**config.mk**
```make
export PLATFORM = sky130hd
export DESIGN_NAME = rdr_frame_serializer
export DESIGN_NICKNAME = d
export VERILOG_FILES = /design/src/rtl/rfs_pkg.sv /design/src/rtl/rfs_byte_stage.sv /design/src/rtl/rfs_phase_ctrl.sv /design/src/rtl/rfs_line_gen.sv /design/src/rtl/rdr_frame_serializer.sv
export SDC_FILE = /design/constraint.sdc
export NUM_CORES = 1
export LEC_CHECK = 0
export ABC_CLOCK_PERIOD_IN_PS = 3200
export BUFFER_PORTS_ARGS = -buffer_cell sky130_fd_sc_hd__buf_4
export CAP_MARGIN = 15
export CORE_UTILIZATION = 55
export CTS_CLUSTER_DIAMETER = 60
export CTS_CLUSTER_SIZE = 40
export DETAILED_ROUTE_END_ITERATION = 8
export PLACE_DENSITY_LB_ADDON = 0.25
export SKIP_LAST_GASP = 1
export SLEW_MARGIN = 15
export SYNTH_ARGS = -nofsm -noshare
export SYNTH_HDL_FRONTEND = slang
export SYNTH_HIERARCHICAL = 1
export SYNTH_SLANG_ARGS = --single-unit
```
**constraint.sdc**
```tcl
create_clock -name clk -period 3.2 [get_ports clk]
set_input_delay 0.96 -clock clk [delete_from_list [all_inputs] [get_ports clk]]
set_output_delay 0.96 -clock clk [all_outputs]
set_load 0.1 [all_outputs]
```
**src/rtl/rfs_pkg.sv**
```systemverilog
package rfs_pkg;

  // Frame phases in emission order; IDLE emits nothing.
  typedef enum logic [3:0] {
    PH_IDLE,
    PH_PRE,
    PH_SOF,
    PH_GUARD,
    PH_START,
    PH_DATA,
    PH_EOF_MARK,
    PH_EOF_LOW,
    PH_EOF_HIGH,
    PH_TAIL
  } phase_t;

  // Line level put out during a phase; data phases take the shifter LSB.
  function automatic logic phase_level(phase_t p, logic data_lsb);
    case (p)
      PH_SOF, PH_START, PH_EOF_LOW: return 1'b0;
      PH_DATA:                      return data_lsb;
      default:                      return 1'b1;
    endcase
  endfunction

  function automatic int max_of(int a, int b);
    return (a > b) ? a : b;
  endfunction

  // Nominal frame length in bits for n characters with no guard stretch.
  function automatic int frame_bits(int n, int pre, int sof, int guard,
                                    int dbits, int eof_lo, int eof_hi,
                                    int tail);
    return pre + sof + n * (guard + 1 + dbits) + 1 + eof_lo + eof_hi + tail;
  endfunction

endpackage

```
**src/rtl/rfs_byte_stage.sv**
```systemverilog
module rfs_byte_stage #(
  parameter int LEN_W     = 6,
  parameter int DATA_BITS = 8
) (
  input  logic                 clk,
  input  logic                 rst_n,
  input  logic                 arm,
  input  logic [LEN_W-1:0]     arm_len,
  input  logic                 in_valid,
  input  logic [DATA_BITS-1:0] in_data,
  input  logic                 take,
  output logic                 in_ready,
  output logic                 hold_full,
  output logic [DATA_BITS-1:0] hold_data
);

  logic [LEN_W-1:0]     left_q;
  logic                 full_q;
  logic [DATA_BITS-1:0] data_q;
  logic                 accept;

  assign in_ready  = !full_q && (left_q != '0);
  assign accept    = in_valid && in_ready;
  assign hold_full = full_q;
  assign hold_data = data_q;

  always_ff @(posedge clk or negedge rst_n) begin
    if (!rst_n) begin
      left_q <= '0;
      full_q <= 1'b0;
      data_q <= '0;
    end else if (arm) begin
      left_q <= arm_len;
      full_q <= 1'b0;
    end else begin
      if (accept) begin
        data_q <= in_data;
        full_q <= 1'b1;
        left_q <= left_q - 1'b1;
      end else if (take) begin
        full_q <= 1'b0;
      end
    end
  end

  AST_TAKE_NEEDS_BYTE: assert property (@(posedge clk) disable iff (!rst_n)
    take |-> full_q);

  AST_STAGED_DATA_HELD: assert property (@(posedge clk) disable iff (!rst_n)
    (full_q && !take) |=> $stable(data_q));

endmodule

```
**src/rtl/rfs_phase_ctrl.sv**
```systemverilog
module rfs_phase_ctrl
  import rfs_pkg::*;
#(
  parameter int LEN_W     = 6,
  parameter int DATA_BITS = 8,
  parameter int PRE_BITS  = 40,
  parameter int SOF_BITS  = 10,
  parameter int GRD_BITS  = 2,
  parameter int EOFL_BITS = 10,
  parameter int EOFH_BITS = 8,
  parameter int TAIL_BITS = 24
) (
  input  logic             clk,
  input  logic             rst_n,
  input  logic             bit_en,
  input  logic             start_acc,
  input  logic [LEN_W-1:0] cmd_len,
  input  logic             hold_full,
  output phase_t           phase_o,
  output logic             step_o,
  output logic             take_o,
  output logic             done_o
);

  localparam int RUN_MAX = max_of(max_of(max_of(PRE_BITS, SOF_BITS),
                                         max_of(GRD_BITS, DATA_BITS)),
                                  max_of(max_of(EOFL_BITS, EOFH_BITS),
                                         TAIL_BITS));
  localparam int CNT_W = $clog2(RUN_MAX + 1);

  phase_t             phase_q, phase_d;
  logic [CNT_W-1:0]   cnt_q, cnt_d;
  logic [LEN_W-1:0]   chars_q, chars_d;
  logic               done_q, done_d;
  logic               step, take, run_end;

  // Index of the last bit of each phase's run.
  function automatic logic [CNT_W-1:0] run_last(phase_t p);
    case (p)
      PH_PRE:      return CNT_W'(PRE_BITS - 1);
      PH_SOF:      return CNT_W'(SOF_BITS - 1);
      PH_GUARD:    return CNT_W'(GRD_BITS - 1);
      PH_DATA:     return CNT_W'(DATA_BITS - 1);
      PH_EOF_LOW:  return CNT_W'(EOFL_BITS - 1);
      PH_EOF_HIGH: return CNT_W'(EOFH_BITS - 1);
      PH_TAIL:     return CNT_W'(TAIL_BITS - 1);
      default:     return '0;
    endcase
  endfunction

  assign step    = bit_en && (phase_q != PH_IDLE);
  assign run_end = (cnt_q == run_last(phase_q));

  always_comb begin
    phase_d = phase_q;
    cnt_d   = cnt_q;
    chars_d = chars_q;
    take    = 1'b0;
    done_d  = 1'b0;
    if (phase_q == PH_IDLE) begin
      if (start_acc) begin
        phase_d = PH_PRE;
        cnt_d   = '0;
        chars_d = cmd_len;
      end
    end else if (step) begin
      if (!run_end) begin
        cnt_d = cnt_q + 1'b1;
      end else begin
        cnt_d = '0;
        case (phase_q)
          PH_PRE:      phase_d = PH_SOF;
          PH_SOF:      phase_d = (chars_q != '0) ? PH_GUARD : PH_EOF_MARK;
          PH_GUARD: begin
            if (hold_full) phase_d = PH_START;
            else           cnt_d   = cnt_q;   // stretch guard with ones
          end
          PH_START: begin
            take    = 1'b1;
            chars_d = chars_q - 1'b1;
            phase_d = PH_DATA;
          end
          PH_DATA:     phase_d = (chars_q != '0) ? PH_GUARD : PH_EOF_MARK;
          PH_EOF_MARK: phase_d = PH_EOF_LOW;
          PH_EOF_LOW:  phase_d = PH_EOF_HIGH;
          PH_EOF_HIGH: phase_d = PH_TAIL;
          PH_TAIL: begin
            phase_d = PH_IDLE;
            done_d  = 1'b1;
          end
          default:     phase_d = PH_IDLE;
        endcase
      end
    end
  end

  always_ff @(posedge clk or negedge rst_n) begin
    if (!rst_n) begin
      phase_q <= PH_IDLE;
      cnt_q   <= '0;
      chars_q <= '0;
      done_q  <= 1'b0;
    end else begin
      phase_q <= phase_d;
      cnt_q   <= cnt_d;
      chars_q <= chars_d;
      done_q  <= done_d;
    end
  end

  assign phase_o = phase_q;
  assign step_o  = step;
  assign take_o  = take;
  assign done_o  = done_q;

  AST_PHASE_WAITS_ENABLE: assert property (@(posedge clk) disable iff (!rst_n)
    (!bit_en && phase_q != PH_IDLE) |=> $stable(phase_q));

  AST_CHARS_NEVER_RISE: assert property (@(posedge clk) disable iff (!rst_n)
    (phase_q != PH_IDLE) |=> (chars_q <= $past(chars_q)));

  AST_DONE_SINGLE: assert property (@(posedge clk) disable iff (!rst_n)
    done_q |=> !done_q);

  AST_DONE_IN_IDLE: assert property (@(posedge clk) disable iff (!rst_n)
    done_q |-> (phase_q == PH_IDLE));

endmodule

```
**src/rtl/rfs_line_gen.sv**
```systemverilog
module rfs_line_gen
  import rfs_pkg::*;
#(
  parameter int DATA_BITS = 8
) (
  input  logic                 clk,
  input  logic                 rst_n,
  input  logic                 step,
  input  phase_t               phase,
  input  logic                 take,
  input  logic [DATA_BITS-1:0] hold_data,
  output logic                 line_bit
);

  logic [DATA_BITS-1:0] shift_q;
  logic                 line_q;

  always_ff @(posedge clk or negedge rst_n) begin
    if (!rst_n) begin
      shift_q <= '0;
      line_q  <= 1'b1;
    end else if (step) begin
      line_q <= phase_level(phase, shift_q[0]);
      if (take)
        shift_q <= hold_data;
      else if (phase == PH_DATA)
        shift_q <= shift_q >> 1;
    end
  end

  assign line_bit = line_q;

  AST_LINE_ONLY_ON_STEP: assert property (@(posedge clk) disable iff (!rst_n)
    !step |=> $stable(line_q));

  AST_START_BIT_LOW: assert property (@(posedge clk) disable iff (!rst_n)
    (step && phase == PH_START) |=> !line_q);

endmodule

```
**src/rtl/rdr_frame_serializer.sv**
```systemverilog
module rdr_frame_serializer
  import rfs_pkg::*;
#(
  parameter int LEN_W     = 6,
  parameter int PRE_BITS  = 40,
  parameter int SOF_BITS  = 10,
  parameter int GRD_BITS  = 2,
  parameter int EOFL_BITS = 10,
  parameter int EOFH_BITS = 8,
  parameter int TAIL_BITS = 24
) (
  input  logic             clk,
  input  logic             rst_n,
  input  logic             bit_en,
  input  logic             cmd_start,
  input  logic [LEN_W-1:0] cmd_len,
  input  logic             byte_valid,
  input  logic [7:0]       byte_data,
  output logic             byte_ready,
  output logic             line_bit,
  output logic             busy,
  output logic             done
);

  localparam int DATA_BITS = 8;

  phase_t               phase;
  logic                 step, take, start_acc, hold_full;
  logic [DATA_BITS-1:0] hold_data;

  assign busy      = (phase != PH_IDLE);
  assign start_acc = cmd_start && !busy;

  rfs_byte_stage #(
    .LEN_W(LEN_W), .DATA_BITS(DATA_BITS)
  ) stage_i (
    .clk(clk), .rst_n(rst_n),
    .arm(start_acc), .arm_len(cmd_len),
    .in_valid(byte_valid), .in_data(byte_data),
    .take(take),
    .in_ready(byte_ready), .hold_full(hold_full), .hold_data(hold_data)
  );

  rfs_phase_ctrl #(
    .LEN_W(LEN_W), .DATA_BITS(DATA_BITS),
    .PRE_BITS(PRE_BITS), .SOF_BITS(SOF_BITS), .GRD_BITS(GRD_BITS),
    .EOFL_BITS(EOFL_BITS), .EOFH_BITS(EOFH_BITS), .TAIL_BITS(TAIL_BITS)
  ) ctrl_i (
    .clk(clk), .rst_n(rst_n),
    .bit_en(bit_en), .start_acc(start_acc), .cmd_len(cmd_len),
    .hold_full(hold_full),
    .phase_o(phase), .step_o(step), .take_o(take), .done_o(done)
  );

  rfs_line_gen #(
    .DATA_BITS(DATA_BITS)
  ) line_i (
    .clk(clk), .rst_n(rst_n),
    .step(step), .phase(phase), .take(take), .hold_data(hold_data),
    .line_bit(line_bit)
  );

  AST_SOF_LOW: assert property (@(posedge clk) disable iff (!rst_n)
    (step && phase == PH_SOF) |=> !line_bit);

  AST_IDLE_LINE_HIGH: assert property (@(posedge clk) disable iff (!rst_n)
    !busy |-> line_bit);

  AST_NO_READY_IDLE: assert property (@(posedge clk) disable iff (!rst_n)
    (!busy && !cmd_start) |=> !byte_ready || busy);

endmodule

```
### Yosys cells after proc, flatten, opt, wreduce, memory -nomap -nowiden

Cells that the tools add are included.

| operators by class | value |
|---|---|
| $add $sub $neg | 3 |
| muxes and demuxes | 35 |
| reductions and logical operators | 25 |
| equal/unequal tests | 13 |
| bitwise operators | 1 |

Operators by type and width:

| operator | count |
|---|---|
| $mux 6 | 13 |
| $pmux 6 s5 | 1 |
| $pmux 4 s7 | 1 |
| $mux 4 | 5 |
| $eq 4x3->1 const B | 4 |
| $mux 8 | 2 |
| $reduce_bool 6->1 | 2 |
| $sub 6x1->6 const B | 2 |
| $mux 1 | 11 |
| $reduce_bool 2->1 | 5 |
| $eq 4x2->1 const B | 2 |
| $eq 4x4->1 const B | 2 |
| $reduce_and 4->1 | 2 |
| $add 6x1->6 const B | 1 |
| $eq 6x6->1 | 1 |
| $reduce_or 2->1 | 3 |
| $eq 4x1->1 const B | 1 |
| $logic_and 1x1->1 | 4 |
| $logic_not 4->1 | 1 |
| $ne 4x4->1 const B | 1 |
| $reduce_and 2->1 | 2 |
| $reduce_bool 4->1 | 1 |
| $mux 3 | 1 |
| $ne 3x2->1 const B | 1 |
| other kinds (7) | 8 |

| storage, ports and cells | value |
|---|---|
| output and inout bits | 4 |
| bits in registers | 41 |
| bits of input ports | 19 |
| word-level logic and storage cells | 86 |

### Depth between registers and ports, before layout

| depth | value |
|---|---|
| word-level depth | 10 |
| mapped depth | 13 |
| mapped depth without buffers | 9 |

### Modules after synthesis

Netlist, hierarchy kept.

Modules (own cells, without submodules):

| module | times used | cells an instance | sequential area each (um^2) | area each (um^2) |
|---|---|---|---|---|
| rfs_phase_ctrl | 1 | 167 | 425.4 | 1346.3 |
| rfs_byte_stage | 1 | 70 | 375.4 | 790.8 |
| rfs_line_gen | 1 | 59 | 226.5 | 559.3 |
| rdr_frame_serializer | 1 | 3 | 0.0 | 21.3 |

### Worst setup path after synthesis

Ideal clock, no wire load.

| timing path | value |
|---|---|
| path kind | register to output |
| start | reg stage_i.left_q[0] |
| end | out byte_ready |
| path buffers | 0 |
| slack | 0.005 ns |
| required time | 2.240 ns |
| cell stages (with the launch flop) | 5 |
| data arrival time | 2.235 ns |
| cell sequence | dfrtp_1 inv_1 ha_1 nor2b_1 a21oi_1 |

| between the ends | value |
|---|---|
| cells in the longest elaborated chain, start to end | 2 |

Ends and longest elaborated chain:

| what | line | RTL |
|---|---|---|
| from (decl) | rfs_byte_stage.sv:17 | `logic [LEN_W-1:0] left_q;` |
| from (signal assigned) | rfs_byte_stage.sv:33 | `left_q <= arm_len;` |
| from (signal assigned) | rfs_byte_stage.sv:39 | `left_q <= left_q - 1'b1;` |
| $reduce_bool 6->1 | rfs_byte_stage.sv:22 | `assign in_ready = !full_q && (left_q != '0);` |
| $logic_and 1x1->1 | rfs_byte_stage.sv:22 |  |
| to (decl) | rdr_frame_serializer.sv:19 | `output logic byte_ready,` |

No other way between the ends.

### Worst setup path after layout

| timing path | value |
|---|---|
| start | reg ctrl_i.phase_q[3], in the netlist ctrl_i/phase_o[3] |
| end | reg ctrl_i.chars_q[2] |

| between the ends | value |
|---|---|
| elaborated cells between the ends (all ways) | 23 |
| classes of those cells | 10 x eq/ne; 2 x mux; 11 x reduce/logical |

RTL lines:

| what | line | RTL |
|---|---|---|
| from (decl) | rfs_phase_ctrl.sv:31 | `phase_t phase_q, phase_d;` |
| from (signal assigned) | rfs_phase_ctrl.sv:104 | `phase_q <= phase_d;` |
| $reduce_bool 4->1 | rdr_frame_serializer.sv:31 | `assign busy = (phase != PH_IDLE);` |
| $logic_not 1->1 | rdr_frame_serializer.sv:32 | `assign start_acc = cmd_start && !busy;` |
| $logic_and 1x1->1 | rdr_frame_serializer.sv:32 |  |
| net start_acc | rdr_frame_serializer.sv:28 | `logic step, take, start_acc, hold_full;` |
| $ne 2x1->1 (no line) | -- |  |
| $reduce_and 4->1 (no line) | -- |  |
| to (signal assigned) | rfs_phase_ctrl.sv:106 | `chars_q <= chars_d;` |
| to (decl) | rfs_phase_ctrl.sv:33 | `logic [LEN_W-1:0] chars_q, chars_d;` |

The timed path passes the listed nets, and every way through them passes these cells.
A chain may end at the register's enable or synchronous reset.

==> out/results.tsv <==
metric	value	unit
PD cells	832	nW/µm²
Ys Warns	6	
Core Area	4720	µm²
via count	2388	
hold_sp	line_i/shift_q[7]	
fraction of layout cells with a size suffix above 1	0.216	
crit-path max FO	20	
Clock Tree Buf Depth	2	
Final GP Congestion	0.961	
CP required	3.45	ns
unrepaired setup endpoints after global routing	no	
Avg Vias per Cell	6.17	
Critical Path Start Type	flip-flop	
max-slew violation count	0	
post-CTS sizing	0	
r2r worst-path depth	8	
# placed instances	379	
syn nets	322	
Least-Margin Pin Slew	0.612	ns
final setup fails	0	
Skew-Pair Late Insertion Delay	0.30	ns
starting density of the core	0.575	
WL final	6030	µm
drt initial violations	184	
overall die height	72.3	µm
worst setup path class	reg2reg	
clk root buf	clkbuf_8	
clock period minus worst slack	2.74	ns
Post-Syn Area per Cell	9.09	µm²
setup bufs post-CTS	0	
post-synthesis cell count	299	
CTS tree	built	
EDFF count, synth	0	
largest net degree at the start of global routing	42	
asr flop ratio synth	1.00	
drt pass-1 iters	4	
period utilisation layout	0.857	
Routed Antenna Nets	0	
skew final	0.00672	ns
Post-CTS Hold Fix Bufs	0	
final std cells w/o fill	387	
worst r2r src	ctrl_i/phase_o[3]	
setup tns final	0	ns
leakage	1.24	nW
Netlist cell types	69	
overall routing resource usage	0.258	
Die X	72.3	µm
hold depth	1	
Cell Area, Synth	2720	µm²
reg2reg setup slack	0.46	ns
Std-Cell Rows	25	
number of H-tree levels	2	
max_cap viols	0	
DRC viols	0	
I/O pin total	23	
worst IR drop on VDD	0.000629	V
relative slew slack	0.592	
RR Endpoint	ctrl_i/chars_q[2]	
number of nets in the layout	342	
ys flop type	dfrtp_1	
Hold Path Class	reg2reg	
maximum clock rate	365	MHz
CP Capture Type	flip-flop	
area delta synth->final	12.1	%
Yosys reg bits	41	
total inserted antenna cells	0	
most frequent cells in the layout	40 x dfrtp_1, 32 x buf_4, 26 x nor2_1, 16 x nand2_1, 15 x inv_1	
Clock Sinks	41	
vias in the first global route	2197	
fin area	3050	µm²
WL per Instance	15.6	µm
first-pass GRT wire length	10500	µm
Data arrival, critical path	2.99	ns
DP Area	2930	µm²
most common cell after layout, fill and taps aside	dfrtp_1	
die area	5230	µm²
PortBufs	22	
hold path endpoint	line_i/shift_q[7]	
final-report hold violation count	0	
status	complete, no violations	
global route total overflow	0	
detailed placement HPWL	4180	µm
Seq/Total Area, Yosys	0.378	
Worst-path clk slew	0.08	ns
antenna violations before repair	0	
Num CTS Buffers	5	
==> worst max-delay path by stage <==
stage,slack [ns],startpoint,to,cells past startpoint
after CTS,0.49,ctrl_i/phase_o[3],ctrl_i/chars_q[2],8
after detailed placement,0.49,ctrl_i/phase_o[3],ctrl_i/chars_q[2],8
after global routing,0.22,ctrl_i/phase_o[0],line_i/shift_q[6],10
final,0.46,ctrl_i/phase_o[3],ctrl_i/chars_q[2],8
after global placement,0.41,ctrl_i/phase_o[3],ctrl_i/chars_q[4],6
after floorplan,0.005,stage_i/left_q[0],byte_ready,4
==> synth_stat cells (3+ instances only) <==
master	n	area, µm²
a32o_1	3	30.0
nor2b_1	4	25.0
a21oi_1	9	45.0
o211ai_1	4	30.0
buf_2	6	30.0
nor2_1	26	97.6
o311ai_0	4	35.0
buf_6	4	45.0
nor4_1	3	18.8
o21ai_0	13	65.1
nand4b_1	3	26.3
nand3b_1	3	22.5
nand2b_1	7	43.8
or3_1	7	43.8
nor3_1	13	65.1
ha_1	4	50.1
inv_1	15	56.3
mux2_2	9	101
o21a_1	4	30.0
a31oi_1	7	43.8
a211oi_1	4	30.0
or4_1	5	37.5
clkbuf_1	7	26.3
nor3b_1	3	22.5
and3_1	7	43.8
nor3_2	5	50.1
nand2_1	16	60.1
dfrtp_1	40	1000
nand3_1	9	45.0
o22ai_1	7	43.8
==> routing by layer <==
metal,vias to the layer above,routed length [µm],global-route usage
met1,1144,2910,0.382
met4,0,126,0.113
li1,1170,-,-
met2,61,2680,0.373
met5,-,0,0
met3,13,306,0.0417
==> power by group <==
group / internal [mW] / switching (mW)
Sequential: 0.679 / 0.187
Clock: 0.255 / 0.188
Combinational: 0.488 / 0.737
Total: 1.42 / 1.11
==> layout make-up <==
| cell class | count | area (µm²) |
|---|---|---|
| fill | 406 | 1680 |
| sequential | 41 | 1030 |
| timing repair buffer | 32 | 240 |
| multi-input combinational | 223 | 1520 |
| tap | 67 | 83.8 |
| clock inverter | 1 | 30.0 |
| inverter | 16 | 60.1 |
| clock buffer | 7 | 86.3 |
==> worst max-delay path, stage by stage, from the launching register on <==
cell and delay [ns]:
dfrtp_1 0.61, or4_4 0.58, nor2_2 0.18, mux2i_1 0.11
or4_1 0.55, nor2_1 0.37, nor2_1 0.07, nor2_1 0.11
a221o_1 0.11
==> cell families after synthesis <==
logic type / share of synthesized area
AND/OR/NAND/NOR: 0.277
AO/OA/AOI/OAI: 0.211
flip-flops: 0.378
buffers and inverters: 0.0649
multiplexers: 0.0447
adder cells (fa/ha/maj): 0.0184
XOR/XNOR: 0.00645
==> through the flow <==
step,total power [mW],util,hold WS (ns),setup WS (ns)
floorplan,1.81,-,0.466,0.00467
global placement,2.06,0.620,0.476,0.414
detailed placement,2.08,0.620,0.482,0.493
CTS,2.54,0.645,0.501,0.485
global route,2.71,0.645,0.520,0.217
finish,2.53,0.645,0.498,0.458
==> flip-flops by register name (all words and copies together), names as in the netlist <==
| name | flops |
|---|---|
| stage_i/left_q | 6 |
| line_i/shift_q | 8 |
| ctrl_i/chars_q | 6 |
| line_i/line_bit | 1 |
| ctrl_i/phase_o | 4 |
| stage_i/hold_data | 8 |
| stage_i/hold_full | 1 |
| ctrl_i/done_o | 1 |
| ctrl_i/cnt_q | 6 |
Power figures use the tool's default switching activity.
